`config.mk`:
```
export PLATFORM = sky130hd
export DESIGN_NAME = cmd_phase_steer
export DESIGN_NICKNAME = d
export VERILOG_FILES = /design/src/rtl/steer_pkg.sv /design/src/rtl/steer_ctrl.sv /design/src/rtl/steer_datapath.sv /design/src/rtl/cmd_phase_steer.sv
export SDC_FILE = /design/constraint.sdc
export NUM_CORES = 1
export LEC_CHECK = 0
export BUFFER_PORTS_ARGS = -buffer_cell sky130_fd_sc_hd__buf_2
export CAP_MARGIN = 15
export CORE_ASPECT_RATIO = 0.75
export CORE_MARGIN = 10
export CORE_UTILIZATION = 47
export CTS_CLUSTER_DIAMETER = 150
export DETAILED_ROUTE_END_ITERATION = 16
export GPL_TIMING_DRIVEN = 0
export PLACE_DENSITY = 0.95
export SYNTH_ARGS = -nofsm -noshare
export SYNTH_HDL_FRONTEND = slang
export SYNTH_SLANG_ARGS = --single-unit
```
`constraint.sdc`:
```
create_clock -name clk -period 1.3 [get_ports clk]
set_input_delay 0.13 -clock clk [delete_from_list [all_inputs] [get_ports clk]]
set_output_delay 0.13 -clock clk [all_outputs]
set_load 0.01 [all_outputs]
```
`src/rtl/steer_pkg.sv`:
```
package steer_pkg;
  localparam int NSRC = 3;

  typedef enum logic [1:0] {
    SEL_NOP = 2'd0,
    SEL_CMD = 2'd1,
    SEL_REQ = 2'd2,
    SEL_REF = 2'd3
  } selCode_t;

  typedef struct packed {
    logic       drive;
    logic       refresh;
    logic [1:0] src;
  } phaseStrobe_t;
endpackage

```
`src/rtl/steer_ctrl.sv`:
```
module steer_ctrl
  import steer_pkg::*;
#(
  parameter int NPHASES = 2
) (
  input  logic                        clk,
  input  logic                        rst,
  input  logic [2*NPHASES-1:0]        phaseSel,
  input  logic [NSRC-1:0]             srcValid,
  input  logic [NSRC-1:0]             srcReady,
  output phaseStrobe_t [NPHASES-1:0]  strobe
);
  for (genvar p = 0; p < NPHASES; p++) begin : g_phase
    selCode_t   code;
    logic [1:0] srcIdx;
    assign code   = selCode_t'(phaseSel[2*p +: 2]);
    assign srcIdx = (code == SEL_NOP) ? 2'd0 : 2'(code - 2'd1);

    always_comb begin
      strobe[p].src     = srcIdx;
      strobe[p].refresh = (code == SEL_REF);
      strobe[p].drive   = (code != SEL_NOP) && srcValid[srcIdx] && srcReady[srcIdx];
    end


    nop_no_drive_chk: assert property (@(posedge clk) disable iff (rst)
      (phaseSel[2*p +: 2] == 2'd0) |-> !strobe[p].drive);

    gate_chk: assert property (@(posedge clk) disable iff (rst)
      strobe[p].drive |-> (srcValid[strobe[p].src] && srcReady[strobe[p].src]));
  end
endmodule

```
`src/rtl/steer_datapath.sv`:
```
module steer_datapath
  import steer_pkg::*;
#(
  parameter int NPHASES = 2,
  parameter int NRANKS  = 2,
  parameter int BANK_W  = 3,
  parameter int ADDR_W  = 14,
  localparam int RANK_W  = (NRANKS > 1) ? $clog2(NRANKS) : 1,
  localparam int BA_IN_W = BANK_W + ((NRANKS > 1) ? RANK_W : 0)
) (
  input  logic                        clk,
  input  logic                        rst,
  input  phaseStrobe_t [NPHASES-1:0]  strobe,
  input  logic [NSRC-1:0]             srcCas,
  input  logic [NSRC-1:0]             srcRas,
  input  logic [NSRC-1:0]             srcWe,
  input  logic [NSRC*BA_IN_W-1:0]     srcBank,
  input  logic [NSRC*ADDR_W-1:0]      srcAddr,
  output logic [NPHASES-1:0]          casN,
  output logic [NPHASES-1:0]          rasN,
  output logic [NPHASES-1:0]          weN,
  output logic [NPHASES*NRANKS-1:0]   csN,
  output logic [NPHASES*BANK_W-1:0]   bankOut,
  output logic [NPHASES*ADDR_W-1:0]   addrOut
);
  for (genvar p = 0; p < NPHASES; p++) begin : g_phase
    logic               nCas, nRas, nWe;
    logic [NRANKS-1:0]  nCs;
    logic [BANK_W-1:0]  nBank;
    logic [ADDR_W-1:0]  nAddr;
    logic [BA_IN_W-1:0] field;
    logic [RANK_W-1:0]  rankSel;

    assign field   = srcBank[strobe[p].src*BA_IN_W +: BA_IN_W];
    assign rankSel = (NRANKS > 1) ? field[BA_IN_W-1 -: RANK_W] : '0;

    always_comb begin
      nCas  = 1'b1;
      nRas  = 1'b1;
      nWe   = 1'b1;
      nCs   = '1;
      nBank = '0;
      nAddr = '0;
      if (strobe[p].drive) begin
        nCas  = ~srcCas[strobe[p].src];
        nRas  = ~srcRas[strobe[p].src];
        nWe   = ~srcWe[strobe[p].src];
        nBank = field[BANK_W-1:0];
        nAddr = srcAddr[strobe[p].src*ADDR_W +: ADDR_W];
        if (strobe[p].refresh || NRANKS == 1) begin
          nCs = '0;
        end else begin
          for (int r = 0; r < NRANKS; r++) begin
            if (int'(rankSel) == r) nCs[r] = 1'b0;
          end
        end
      end
    end

    always_ff @(posedge clk) begin
      if (rst) begin
        casN[p]                    <= 1'b1;
        rasN[p]                    <= 1'b1;
        weN[p]                     <= 1'b1;
        csN[p*NRANKS +: NRANKS]    <= '1;
        bankOut[p*BANK_W +: BANK_W] <= '0;
        addrOut[p*ADDR_W +: ADDR_W] <= '0;
      end else begin
        casN[p]                    <= nCas;
        rasN[p]                    <= nRas;
        weN[p]                     <= nWe;
        csN[p*NRANKS +: NRANKS]    <= nCs;
        bankOut[p*BANK_W +: BANK_W] <= nBank;
        addrOut[p*ADDR_W +: ADDR_W] <= nAddr;
      end
    end


    idle_cmd_chk: assert property (@(posedge clk) disable iff (rst)
      !strobe[p].drive |=> (casN[p] && rasN[p] && weN[p] && (&csN[p*NRANKS +: NRANKS])));

    refresh_cs_chk: assert property (@(posedge clk) disable iff (rst)
      (strobe[p].drive && strobe[p].refresh) |=> (csN[p*NRANKS +: NRANKS] == '0));

    one_rank_chk: assert property (@(posedge clk) disable iff (rst)
      (strobe[p].drive && !strobe[p].refresh) |=>
        ($countones(~csN[p*NRANKS +: NRANKS]) == 1));
  end
endmodule

```
`src/rtl/cmd_phase_steer.sv`:
```
module cmd_phase_steer
  import steer_pkg::*;
#(
  parameter int NPHASES = 2,
  parameter int NRANKS  = 2,
  parameter int BANK_W  = 3,
  parameter int ADDR_W  = 14,
  localparam int RANK_W  = (NRANKS > 1) ? $clog2(NRANKS) : 1,
  localparam int BA_IN_W = BANK_W + ((NRANKS > 1) ? RANK_W : 0)
) (
  input  logic                      clk,
  input  logic                      rst,
  input  logic [2*NPHASES-1:0]      phaseSel,
  input  logic [2:0]                srcValid,
  input  logic [2:0]                srcReady,
  input  logic [2:0]                srcCas,
  input  logic [2:0]                srcRas,
  input  logic [2:0]                srcWe,
  input  logic [3*BA_IN_W-1:0]      srcBank,
  input  logic [3*ADDR_W-1:0]       srcAddr,
  output logic [NPHASES-1:0]        casN,
  output logic [NPHASES-1:0]        rasN,
  output logic [NPHASES-1:0]        weN,
  output logic [NPHASES*NRANKS-1:0] csN,
  output logic [NPHASES*BANK_W-1:0] bankOut,
  output logic [NPHASES*ADDR_W-1:0] addrOut,
  output logic [NPHASES*NRANKS-1:0] cke,
  output logic [NPHASES*NRANKS-1:0] odt,
  output logic [NPHASES-1:0]        resetN
);
  phaseStrobe_t [NPHASES-1:0] strobe;

  steer_ctrl #(.NPHASES(NPHASES)) u_ctrl (
    .clk(clk), .rst(rst), .phaseSel(phaseSel),
    .srcValid(srcValid), .srcReady(srcReady), .strobe(strobe)
  );

  steer_datapath #(.NPHASES(NPHASES), .NRANKS(NRANKS), .BANK_W(BANK_W), .ADDR_W(ADDR_W)) u_dp (
    .clk(clk), .rst(rst), .strobe(strobe),
    .srcCas(srcCas), .srcRas(srcRas), .srcWe(srcWe),
    .srcBank(srcBank), .srcAddr(srcAddr),
    .casN(casN), .rasN(rasN), .weN(weN), .csN(csN),
    .bankOut(bankOut), .addrOut(addrOut)
  );

  // Static pins: no power-down, no dynamic termination, memory never held in reset.
  assign cke    = '1;
  assign odt    = '1;
  assign resetN = '1;
endmodule

```
Yosys cells after proc, flatten, opt, wreduce, memory -nomap -nowiden. Cells that the tools add are included.

Add/subtract/negate cells: 2. $mul: 2. Reductions and logical operators: 10. Bitwise operators: 8. Order comparisons: 2. Equal/unequal tests: 2. Shifts and indexed selects: 4. Mux-type cells: 28.

Operators by type and width (number): $shiftx A42 B7 Y14 (2); $shiftx A12 B5 Y4 (2); $bmux W1 S2 (10); $mux W1 (14); $mul A2 B3 Y5 const B (2); $mux W2 (4); $not A1 Y1 (8); $lt A2 B3 Y1 const B (2); $eq A2 B2 Y1 const B (2); $logic_and A1 B1 Y1 (4); $logic_not A2 Y1 (2); $reduce_bool A2 Y1 (2); $reduce_or A2 Y1 (2); $sub A2 B1 Y2 const B (2).

Output and inout bits: 54. Input bits: 75. Bits in registers: 44.

Depth between registers and ports, before layout.
Word-level depth: 8. Mapped depth: 5.

Modules after synthesis. From an unflattened synthesis, not the netlist that was laid out.

Cell total of the unflattened synthesis: 268. Area total of the unflattened synthesis: 2620.0 µm².

Modules (own cells, without submodules): steer_datapath (cells an instance 243, area each 2441.1 µm², times used 1); steer_ctrl (cells an instance 14, area each 100.1 µm², times used 1); cmd_phase_steer (cells an instance 11, area each 78.8 µm², times used 1).

Least setup slack after synthesis. OpenSTA, ideal clock, no wires.

Path type: in2reg. From: input port phaseSel[0]. To: register u_dp.addrOut[11]. Data required time: 1.184 ns. Path slack: 0.352 ns. Stages: 5. Library setup time: 0.116 ns. Arrival: 0.832 ns. Path buffers: 2. Cells stage by stage: buf_6 buf_12 mux2i_1 a21oi_1 and3_2.

Word-level cells in the longest chain between the ends: 8. Elaborated cells between the ends (all ways): 14.

RTL lines: from (decl) (RTL line cmd_phase_steer.sv:13) `input logic [2*NPHASES-1:0] phaseSel,`; branches (longest 8 deep; another with $mul A2 B3 Y5); to (signal, indexed assignment) (RTL line steer_datapath.sv:74) `addrOut[p*ADDR_W +: ADDR_W] <= nAddr;`; to (decl) (RTL line steer_datapath.sv:24) `output logic [NPHASES*ADDR_W-1:0] addrOut`.

Several ways; the timed one is not identified. The select of a mux whose other input is x is not followed. A chain may end at the register's enable or synchronous reset.

Worst setup path after layout.
From: register u_dp.addrOut[25]. To: output port addrOut[25].

RTL lines: to (decl) (RTL line cmd_phase_steer.sv:26) `output logic [NPHASES*ADDR_W-1:0] addrOut,`.

No word-level cell between the ends.

==> impl_metrics.toml <==
[synth]
ys_warn_count = 0
synth-seq-area-share_pct = 36.9
synth-seq-cells = 44
synth.area.top_cells = "dfxtp_1 (37%), mux2i_1 (17%), and3_1 (8.1%), a21oi_1 (7.5%), nor2_1 (5.3%)"
synth_top_area_share_pct = 36.9
syn_inst = 253
syn_area_um2 = 2390
syn_avg_cell_area_um2 = 9.45
ys_types = 23
yosys.area.top_type = "dfxtp_1"

[finish]
syn2layout_area_growth_pct = 33.0
layout-drive-gt1-share_pct = 42.3
nets = 457
insertedDiodeCount = 0
utilization_pct = 64.9
n_fill_cell = 413
final_cell_mix = "buf_2 (117), dfxtp_1 (44), mux2i_1 (40)"
final_common_cell = "buf_2"

[sta]
clock.fmax_ghz = 1.10
drv_slew = 0
setup_violations = 0
post-route-period-util_pct = 69.7
worstMarginPinSlew_ns = 0.533
hold_viol_final = 0
rsz0062_at_grt = "false"
slew_headroom_pct = 64.5
finalCriticalPeriod_ns = 0.907
tns_ns = 0

[clocking]
holdBufCountCts = 0
clk_transition_reported_paths_ns = 0.09
cts.sinks = 44
htreeDepth = 2
cts_max_path_buffers = 2
clock_tree.root_cell = "clkbuf_8"
cts_resized = 0
cts_buffers = 5
cts_setup_buffers = 0
cts_tree = "yes"

[run]
cap_viol_max_count = 0

[global_routing]
grt_pass1_wl_mm = 11.9
grt_overflow = 0
antenna_found_initial = 0
grt_max_degree = 16
grt_pass1_vias = 2528
grtUsageTotal_pct = 18.0

[placed_design]
io_buffers = 113
gp_congestion = 0.805
hpwl_mm = 6.23

[critical_path]
crit_path_max_incr_delay_ns = 0.34
crit_start = "u_dp.addrOut[25]"
worstPathRequired_ns = 1.17
critPathTopFamily = "flip-flops"
critPathCaptureType = "primary output"
arrival_ns = 0.78
cp_num_buf_inv = 1
path_cells = "buf_2"
critPathSlowestCell = "dfxtp_1"
cp-start-kind = "flip-flop"
cp_max_fo = 1
critPathKind = "flip-flop to primary output"

[die]
ios = 129
die-area_um2 = 8370
die_x_um = 102
fp.coreArea_um2 = 4900
die_y_um = 81.8
start_util_pct = 48.8
rows = 22

[detailed_routing]
vias = 2363
drt-total-wl_mm = 7.98
vias_per_cell = 5.33
avgRoutedWirePerCell_um = 18.0
drtIter0Drc = 105
ant_nets = 0
firstDrtPassIters = 5
drc_errors = 0

[pwr]
p_per_area_nw_per_um2 = 1040
vdd_ir_drop_max_v = 0.000798
p_leak_nw = 1.70

[min_path]
hp-class = "input pin to flip-flop"
min_from = "srcCas[0]"

[outcome]
status = "finished clean"
[path summary, 6_finish.rpt]
kind	to	slack (ns)	cells after the start
setup / recovery	addrOut[25]	0.39	1
hold / removal	u_dp.casN[1]	0.06	2
[flip-flops by register name, indices dropped and copies added, names as in the netlist]
| signal | count |
|---|---|
| u_dp.weN | 2 |
| u_dp.bankOut | 6 |
| u_dp.csN | 4 |
| u_dp.addrOut | 28 |
| u_dp.casN | 2 |
| u_dp.rasN | 2 |
[per-layer routing]
layer  track usage, %  vias to the layer above  share of wire (%)
met4             6.32                        0                1.5
li1                 -                     1126                  -
met1             20.4                     1075                 39
met5                0                        -                  0
met2             31.2                      144                 48
met3             6.21                       18                 11
[logic make-up after synthesis]
kind of cell	Yosys count	share of synthesized area, %
muxes	40	16.8
and+or+nand+nor	82	17.7
DFF	44	36.9
other	1	0.157
buffers and inverters	34	12.9
AOI/OAI and AO/OA	52	15.6
[through the flow]
step                      total power, mW  area (µm²)  hold slack [ns]  instances  setup WS (ns)
after floorplan                      1.94        2420            0.267        262          0.352
after global placement               2.22        3060            0.376        435          0.153
after detailed placement             2.25        3060            0.378        435          0.137
after CTS                            3.32        3180           0.0531        443          0.392
after global routing                 3.46        3180           0.0698        443          0.362
final                                3.30        3180           0.0602        443          0.393
[power by group]
group	total, mW	switching (mW)	internal (mW)
registers	1.44	0.0168	1.42
logic	0.790	0.419	0.371
clock network	1.08	0.498	0.579
[final cells by class]
cell class	instances	area (µm²)	share of cell area [%]
tap	60	75.1	2.36
buffer	34	308	9.68
multi-input combinational	184	1230	38.8
clock buffer	5	68.8	2.16
sequential	44	881	27.7
clock inverter	3	46.3	1.46
timing repair buffer	113	566	17.8
[cells in the mapped netlist, drive strengths merged]
cell / number
a21oi: 38
a31oi: 4
and3: 34
buf: 30
clkbuf: 4
conb: 1
dfxtp: 44
mux2i: 40
nand2: 8
nand3: 2
nor2: 34
nor2b: 4
o2111ai: 6
o211ai: 2
o21a: 2
Note: power is estimated with default switching activity, not from simulation.
